File: src/rtl/nfa_pkg.sv
// Shared types and helpers for the next-fetch-address steering block.
// Assumes a 2-bit counter encoding where the top bit is the direction.
package nfa_pkg;

    typedef logic [1:0] ctr_t;

    localparam ctr_t CTR_INIT = 2'b01;
    localparam ctr_t CTR_MAX  = 2'b11;
    localparam ctr_t CTR_MIN  = 2'b00;

    // Direction of a counter: upper half of the range means taken.
    function automatic logic ctr_taken(input ctr_t c);
        return c[1];
    endfunction

    // Saturating step of a counter toward the observed outcome.
    function automatic ctr_t ctr_step(input ctr_t c, input logic taken);
        ctr_t n;
        n = c;
        if (taken && c != CTR_MAX)
            n = c + 2'b01;
        else if (!taken && c != CTR_MIN)
            n = c - 2'b01;
        return n;
    endfunction

endpackage

File: src/rtl/nfa_ctr_table.sv
// Direct-mapped table of 2-bit saturating direction counters.
// One combinational read port and one write port. The read returns the
// stored value, so a same-cycle write to that index is not yet seen.
// Assumes the caller supplies ready-made indices.
module nfa_ctr_table
    import nfa_pkg::*;
#(
    parameter int ENTRIES = 512,
    localparam int IDX_W  = $clog2(ENTRIES)
) (
    input  logic             clk,
    input  logic             rst_n,
    input  logic [IDX_W-1:0] rd_idx,
    output ctr_t             rd_ctr,
    input  logic             wr_en,
    input  logic [IDX_W-1:0] wr_idx,
    input  logic             wr_taken
);

    ctr_t cells [ENTRIES];

    for (genvar i = 0; i < ENTRIES; i++) begin : g_cell
        ctr_t cell_q;

        // Hold one counter; reset to weakly not taken, step on a matching write.
        always_ff @(posedge clk) begin
            if (!rst_n)
                cell_q <= CTR_INIT;
            else if (wr_en && wr_idx == IDX_W'(i))
                cell_q <= ctr_step(cell_q, wr_taken);
        end

        assign cells[i] = cell_q;
    end

    // Read the addressed counter (value before any write this cycle).
    always_comb begin
        rd_ctr = cells[rd_idx];
    end

endmodule

File: src/rtl/nfa_pred_stage.sv
// Second-cycle stage: keeps the hit flag, fall-through address and counter
// value of the previous fetch, and flags an override when the cache
// guessed taken but the counter says not taken.
// Assumes the caller clears cap_en for squashed fetches.
module nfa_pred_stage
    import nfa_pkg::*;
#(
    parameter int ADDR_W = 32
) (
    input  logic              clk,
    input  logic              rst_n,
    input  logic              cap_en,
    input  logic              cap_hit,
    input  logic [ADDR_W-1:0] cap_seq,
    input  ctr_t              cap_ctr,
    output logic              corr,
    output logic [ADDR_W-1:0] corr_addr
);

    logic              v_q;
    logic              hit_q;
    logic [ADDR_W-1:0] seq_q;
    ctr_t              ctr_q;

    // Capture the current fetch's prediction inputs for the override check.
    always_ff @(posedge clk) begin
        if (!rst_n) begin
            v_q   <= 1'b0;
            hit_q <= 1'b0;
            seq_q <= '0;
            ctr_q <= CTR_INIT;
        end else begin
            v_q   <= cap_en;
            hit_q <= cap_hit;
            seq_q <= cap_seq;
            ctr_q <= cap_ctr;
        end
    end

    // Override when the counter disagrees with a taken cache guess.
    always_comb begin
        corr      = v_q && hit_q && !ctr_taken(ctr_q);
        corr_addr = seq_q;
    end

endmodule

File: src/rtl/nfa_addr_mux.sv
// Next-fetch-address selector. Priority order: counter override first,
// then the cache target on a hit, then fall-through.
// Assumes all inputs are settled within the cycle.
module nfa_addr_mux #(
    parameter int ADDR_W = 32
) (
    input  logic              corr,
    input  logic [ADDR_W-1:0] corr_addr,
    input  logic              hit,
    input  logic [ADDR_W-1:0] target,
    input  logic [ADDR_W-1:0] seq_addr,
    output logic [ADDR_W-1:0] next_addr
);

    // Choose the next fetch address by priority.
    always_comb begin
        if (corr)
            next_addr = corr_addr;
        else if (hit)
            next_addr = target;
        else
            next_addr = seq_addr;
    end

endmodule

File: src/rtl/nfa_fetch_steer.sv
// Top of the next-fetch-address steering block. Joins the counter table,
// the override stage and the address selector. Assumes 4-byte aligned
// fetches; the index comes from the bits just above the byte offset.
module nfa_fetch_steer
    import nfa_pkg::*;
#(
    parameter int ADDR_W      = 32,
    parameter int ENTRIES     = 512,
    parameter int INSTR_BYTES = 4
) (
    input  logic              clk,
    input  logic              rst_n,
    input  logic              fetch_valid,
    input  logic [ADDR_W-1:0] fetch_addr,
    input  logic              tc_hit,
    input  logic [ADDR_W-1:0] tc_target,
    input  logic              upd_valid,
    input  logic [ADDR_W-1:0] upd_addr,
    input  logic              upd_taken,
    output logic [ADDR_W-1:0] next_addr,
    output logic              redirect
);

    localparam int IDX_W = $clog2(ENTRIES);
    localparam int OFS_W = $clog2(INSTR_BYTES);
    localparam int IDX_HI = IDX_W + OFS_W - 1;

    logic [IDX_W-1:0]  rd_idx;
    logic [IDX_W-1:0]  wr_idx;
    logic [ADDR_W-1:0] seq_addr;
    logic [ADDR_W-1:0] corr_addr;
    ctr_t              rd_ctr;
    logic              corr;
    logic              cap_en;
    logic              unused_upd_bits;

    // Derive table indices, fall-through address and stage capture enable.
    always_comb begin
        rd_idx   = fetch_addr[IDX_HI:OFS_W];
        wr_idx   = upd_addr[IDX_HI:OFS_W];
        seq_addr = fetch_addr + ADDR_W'(INSTR_BYTES);
        cap_en   = fetch_valid && !corr;
    end

    assign unused_upd_bits = ^{upd_addr[ADDR_W-1:IDX_HI+1], upd_addr[OFS_W-1:0]};

    nfa_ctr_table #(
        .ENTRIES (ENTRIES)
    ) u_table (
        .clk      (clk),
        .rst_n    (rst_n),
        .rd_idx   (rd_idx),
        .rd_ctr   (rd_ctr),
        .wr_en    (upd_valid),
        .wr_idx   (wr_idx),
        .wr_taken (upd_taken)
    );

    nfa_pred_stage #(
        .ADDR_W (ADDR_W)
    ) u_stage (
        .clk       (clk),
        .rst_n     (rst_n),
        .cap_en    (cap_en),
        .cap_hit   (tc_hit),
        .cap_seq   (seq_addr),
        .cap_ctr   (rd_ctr),
        .corr      (corr),
        .corr_addr (corr_addr)
    );

    nfa_addr_mux #(
        .ADDR_W (ADDR_W)
    ) u_mux (
        .corr      (corr),
        .corr_addr (corr_addr),
        .hit       (tc_hit),
        .target    (tc_target),
        .seq_addr  (seq_addr),
        .next_addr (next_addr)
    );

    assign redirect = corr;

endmodule

File: config.mk
export PLATFORM = sky130hd
export DESIGN_NAME = nfa_fetch_steer
export DESIGN_NICKNAME = d
export VERILOG_FILES = /design/src/rtl/nfa_pkg.sv /design/src/rtl/nfa_ctr_table.sv /design/src/rtl/nfa_pred_stage.sv /design/src/rtl/nfa_addr_mux.sv /design/src/rtl/nfa_fetch_steer.sv
export SDC_FILE = /design/constraint.sdc
export NUM_CORES = 2
export LEC_CHECK = 0
export ABC_CLOCK_PERIOD_IN_PS = 2500
export BUFFER_PORTS_ARGS = -buffer_cell sky130_fd_sc_hd__buf_4
export CAP_MARGIN = 15
export CORE_AREA = 2 2 381 383
export DETAILED_ROUTE_END_ITERATION = 7
export DIE_AREA = 0 0 383 385
export GPL_ROUTABILITY_DRIVEN = 0
export GPL_TIMING_DRIVEN = 1
export SLEW_MARGIN = 20
export SYNTH_ARGS = -nofsm -noshare
export SYNTH_HDL_FRONTEND = slang
export SYNTH_SLANG_ARGS = --single-unit
File: constraint.sdc
create_clock -name clk -period 2.5 [get_ports clk]
set_input_delay 0.375 -clock clk [delete_from_list [all_inputs] [get_ports clk]]
set_output_delay 0.375 -clock clk [all_outputs]
set_load 0.02 [all_outputs]
=== Word-level counts from Yosys, hierarchy flattened ===
Cells that the tools add are included.

* Add/subtract/negate cells: 1025
* Order comparisons: 1
* Equality and inequality tests: 1023
* Multiplexer cells: 1029
* Bitwise gates (word level): 1
* Reduce and logical (&&, ||, !) cells: 3079

{| class="wikitable"
|+ Operators with widths
! cell !! count
|-
| 9-bit equality test, second input constant || 256
|-
| 2-bit two-way mux || 1026
|-
| 2-bit nonzero test || 1024
|-
| 1-bit logical AND || 1539
|-
| 9-bit by 8-bit equality test with 1-bit output, second input constant || 128
|-
| 2-bit by 1-bit adder with 2-bit output, second input constant || 512
|-
| 2-bit inequality test, second input constant || 512
|-
| 2-bit AND reduction || 512
|-
| 2-bit by 1-bit subtractor with 2-bit output, second input constant || 512
|-
| 9-bit by 7-bit equality test with 1-bit output, second input constant || 64
|-
| 9-bit by 6-bit equality test with 1-bit output, second input constant || 32
|-
| 9-bit by 5-bit equality test with 1-bit output, second input constant || 16
|-
| 9-bit by 4-bit equality test with 1-bit output, second input constant || 8
|-
| 32-bit two-way mux || 2
|-
| 9-bit by 3-bit equality test with 1-bit output, second input constant || 4
|-
| 32-bit by 3-bit adder with 32-bit output, second input constant || 1
|-
| 2-bit binary-select mux with 9-bit select || 1
|-
| 9-bit by 2-bit equality test with 1-bit output, second input constant || 2
|-
| 10-bit greater-or-equal comparator, second input constant || 1
|-
| 9-bit inverter with 10-bit output || 1
|-
| 9-bit by 1-bit equality test with 1-bit output, second input constant || 1
|-
| 9-bit logical NOT || 1
|-
| 1-bit logical NOT || 3
|}

* Register bits after elaboration: 1060
* Bits of input ports: 102
* Output and inout bits: 33
* Logic and storage cells: 6674

=== Depth between registers and ports, before layout ===
* Depth in word-level cells: 4
* Depth in mapped cells: 11
* Mapped depth without buffers: 8

=== Cells and area by module ===
A second synthesis with hierarchy kept.

* Cells, all modules: 8569
* Area total of the unflattened synthesis: 63688.6 µm²

{| class="wikitable"
|+ By module, submodules not included
! module !! instances !! cells an instance !! area each (µm²) !! seq. area each (µm²)
|-
| nfa_ctr_table || 1 || 8303 || 61412.6 || 20499.7
|-
| nfa_pred_stage || 1 || 74 || 987.2 || 700.7
|-
| nfa_addr_mux || 1 || 107 || 714.4 || 0.0
|-
| nfa_fetch_steer || 1 || 85 || 574.3 || 0.0
|}

=== Worst setup path after synthesis ===
OpenSTA, ideal clock, no wires.

* Path type: in2out
* From: input fetch_addr[6]
* To: output next_addr[30]
* Arrival: 2304 ps
* Required time: 2125 ps
* Setup slack: -179 ps
* Stages: 8
* Cell sequence: buf_2 > nand2_1 > or3_1 > nor3_2 > nand4_1 > xnor2_1 > mux2i_1 > o21ai_0

* Cells in the longest elaborated chain, start to end: 3

{| class="wikitable"
|+ RTL lines
! element !! line !! source
|-
| from (decl) || nfa_fetch_steer.sv:14 || <nowiki>input logic [ADDR_W-1:0] fetch_addr,</nowiki>
|-
| 32-bit by 3-bit adder with 32-bit output || nfa_fetch_steer.sv:41 || <nowiki>seq_addr = fetch_addr + ADDR_W'(INSTR_BYTES);</nowiki>
|-
| 32-bit two-way mux || nfa_addr_mux.sv:19 || <nowiki>else if (hit)</nowiki>
|-
| 32-bit two-way mux || nfa_addr_mux.sv:17 || <nowiki>if (corr)</nowiki>
|-
| to (decl) || nfa_fetch_steer.sv:20 || <nowiki>output logic [ADDR_W-1:0] next_addr,</nowiki>
|}

No other way between the ends.

=== Worst setup path in the final report ===
* From: input fetch_addr[8]
* To: output next_addr[23]

Same word-level chain as after synthesis.

==> metrics.txt <==
final worst-path cycle share 1.036; Peak Freq 386.1 MHz; I/O pins 135; initial antenna violation count 4; leading area contributor after synthesis dfxtp_1; Via density 6.010; Post-synth EDFFs 0; kind of critical path input port to output port; Final WS setup -0.08980 ns; share of cells above drive strength 1 0.1129; Leakage 23.69 nW; Critical R2R Launch u_table.g_cell[69].cell_q[1]$_SDFFE_PN0P_; CP required 2.12 ns; Yosys top cell area share 0.3638; Slew HR 0.2539; min cycle time layout 2.590 ns; overall routing resource usage 0.2404; crit path capture type output port; Initial DRC Count 5494; # fillers 13613; Critical Path AT 2.21 ns; pre-CTS setup slack -0.4777 ns; die area 0.1475 mm^2; clk buf depth 3; area occupied by registers 0.02120 mm^2; placed cell count 9422; PortBufs 111; Pwr Total 39.16 mW; CTS root buffer clkbuf_16; CP max FO 3; H-tree lvl count 3; Worst-path clk slew 0.06 ns; die width 383 um; GRT overflow 0; Layout area overhead 15.83%; routed via count 58194; Critical Path Start fetch_addr[8]; drt pass-1 iters 8; Synth Flop Type dfxtp_1; WL final 186400 um; Post-Synthesis Cells 7800; setup TNS -0.1562 ns; wire length per cell 19.25 um; register bit total from synthesis 1059; cells on worst reg2reg path 9; Fin. Hold Viols 0; RSZ-0062 raised after global routing true; NumNets Final 7780; Skew-Pair Late Insertion Delay 0.76 ns; DRC Markers 0; hold wc startpoint fetch_addr[24]; Multi-input gate area 0.03466 mm^2; syn nets 7903; row count 139; Slew Viols, Final 0; Synth Area per Inst 7.472 um^2; Slew @ Worst Pin 1.117 ns; Setup crit start kind input port; maximum VDD drop 0.5582 mV; Mapped Area 0.05828 mm^2; Starting Density 0.4072; Max Cap Viol 0; skew final 0.03153 ns; clock sink count 1059; status complete, but fails checks; CTS tree done; vias in the first global route 50408; FF-to-FF setup slack 0.11 ns; Seq/Total Area, Yosys 0.3638; top cells by area, synth dfxtp_1 36%, o21ai_0 17%, nand2_1 6.6%; post-layout util 0.4716; Yosys cell types 66; failing checks negative setup slack; core footprint 0.1431 mm^2; first-pass GRT wire length 286200 um; worst hold path class input port to flip-flop; yosys warns 0; largest net degree at the start of global routing 146; CTS Buf Count 117; Layout Cells excl Fill 9683; Critical R2R Capture u_stage.ctr_q[1]$_SDFF_PN0_; antenna viol nets, final 0; Hold Path End u_stage.corr_addr[25]$_SDFF_PN0_; Setup Viol. Count Final 3; Vert. Die Dim 385 um; asr flop ratio synth 0; detailed placement HPWL 119700 um; WHS Path Cells 4; PD cells 580.1 mW/mm^2
[report_power, final]
part / switching, mW / total (mW) / internal, mW
clock network: 7.61 / 18.1 / 10.5
registers: 0.427 / 17.7 / 17.2
logic: 2.07 / 3.42 / 1.35
total: 10.1 / 39.2 / 29.1
[synthesized netlist by cell type, types with 13 or more instances]
cell type / count
mux4_2: 114
a31oi_1: 351
nand3_1: 109
nor4_1: 86
o21ai_1: 59
a21boi_0: 459
buf_1: 19
a21boi_1: 52
a21oi_1: 116
nand4_1: 20
a22oi_1: 19
xnor2_1: 19
nor2b_1: 13
o311ai_0: 67
and2_1: 104
nand2b_1: 14
buf_2: 50
dfxtp_1: 1059
clkbuf_1: 631
nor2_1: 590
and3_1: 514
o21ai_0: 2014
nand2_1: 1017
o31ai_1: 90
nor3_1: 27
mux2i_1: 53
[worst max-delay path by stage]
stage	endpoint	slack (ns)	depth (start not counted)
final	next_addr[23]	-0.09	9
after global routing	next_addr[23]	-0.19	9
after CTS	next_addr[7]	-0.02	4
after detailed placement	u_stage.ctr_q[1]$_SDFF_PN0_	-0.48	11
after global placement	u_stage.ctr_q[1]$_SDFF_PN0_	-0.60	11
after floorplan	next_addr[30]	-0.03	8
[registers in the layout, summed over array words and instances (netlist names)]
| register | cells |
|---|---|
| u_stage.v_q | 1 |
| u_stage.corr_addr | 32 |
| u_stage.ctr_q | 1 |
| u_table.g_cell.cell_q | 1024 |
| u_stage.hit_q | 1 |
[critical path, cell delays in order]
cell	delay [ns]
buf_8	0.08
nand3_4	0.07
or4_4	0.60
nor3_4	0.21
nand4_1	0.13
xnor2_1	0.26
mux2i_1	0.15
a21oi_2	0.19
buf_6	0.14
[final cells by class]
| cell class | instances | share of cell area |
|---|---|---|
| antenna | 2 | 0.00007414 |
| clock buffer | 176 | 0.05233 |
| clock inverter | 44 | 0.007303 |
| inverter | 9 | 0.0005561 |
| multi-input combinational | 6012 | 0.5135 |
| sequential | 1059 | 0.3141 |
| tap | 1903 | 0.03527 |
| timing repair buffer | 478 | 0.07687 |
[placed cells by master (no fill, tap or decap), types with 20 or more instances in the layout]
master,Yosys,routed
o21ai_0,2014,2011
dlygate4sd3_1,0,25
nor4_1,86,85
clkbuf_8,0,34
a31oi_1,351,351
o31ai_1,90,90
nand2_1,1017,1014
mux2i_1,53,53
buf_12,1,115
buf_4,11,321
nand3_1,109,103
clkinv_2,0,25
o311ai_0,67,67
nand4_1,20,20
mux4_2,114,114
nor2_1,590,551
a21oi_1,116,108
a21boi_0,459,459
clkbuf_16,0,119
nor2_4,0,24
and2_1,104,104
a21boi_1,52,52
clkbuf_1,631,23
o21ai_1,59,59
dfxtp_1,1059,1058
and3_1,514,514
[layer usage]
layer  GRT usage  vias up  part of all wire
li1            -    28084                 -
met1      0.3200    27921              0.44
met2      0.3899     1836              0.46
met3     0.03090      351             0.059
met4      0.1055        2             0.043
met5           0        -          0.000086
[kinds of logic after synthesis]
logic type	count (synthesis)	share of synthesized area
AO/OA/AOI/OAI	3277	0.3227
AND/OR/NAND/NOR	2523	0.2003
flip-flops	1059	0.3638
buffers and inverters	729	0.05024
multiplexers	183	0.05857
XOR/XNOR	28	0.004208
adder cells (fa/ha/maj)	1	0.0002147
[metrics by stage]
stage / cell area [um^2] / hold slack, ns
2_1_floorplan: 58310 / 0.4534
3_3_place_gp: 62790 / 0.4633
3_5_place_dp: 62790 / 0.4724
4_1_cts: 67180 / 0.006052
5_1_grt: 67500 / 0.07565
6_report: 67500 / 0.08235
[timing repair]
action | 4_1_cts | 5_1_grt
endpoints found under the setup margin | 33 | 29
cloned | 1 | 0
pin swaps | 9 | 27
hold endpoints to repair | 38 | 1
gates resized for setup | 20 | 47
buffers inserted | 3 | 10
hold buffers | 24 | 1
No activity file was read; power rests on OpenSTA's default activity.
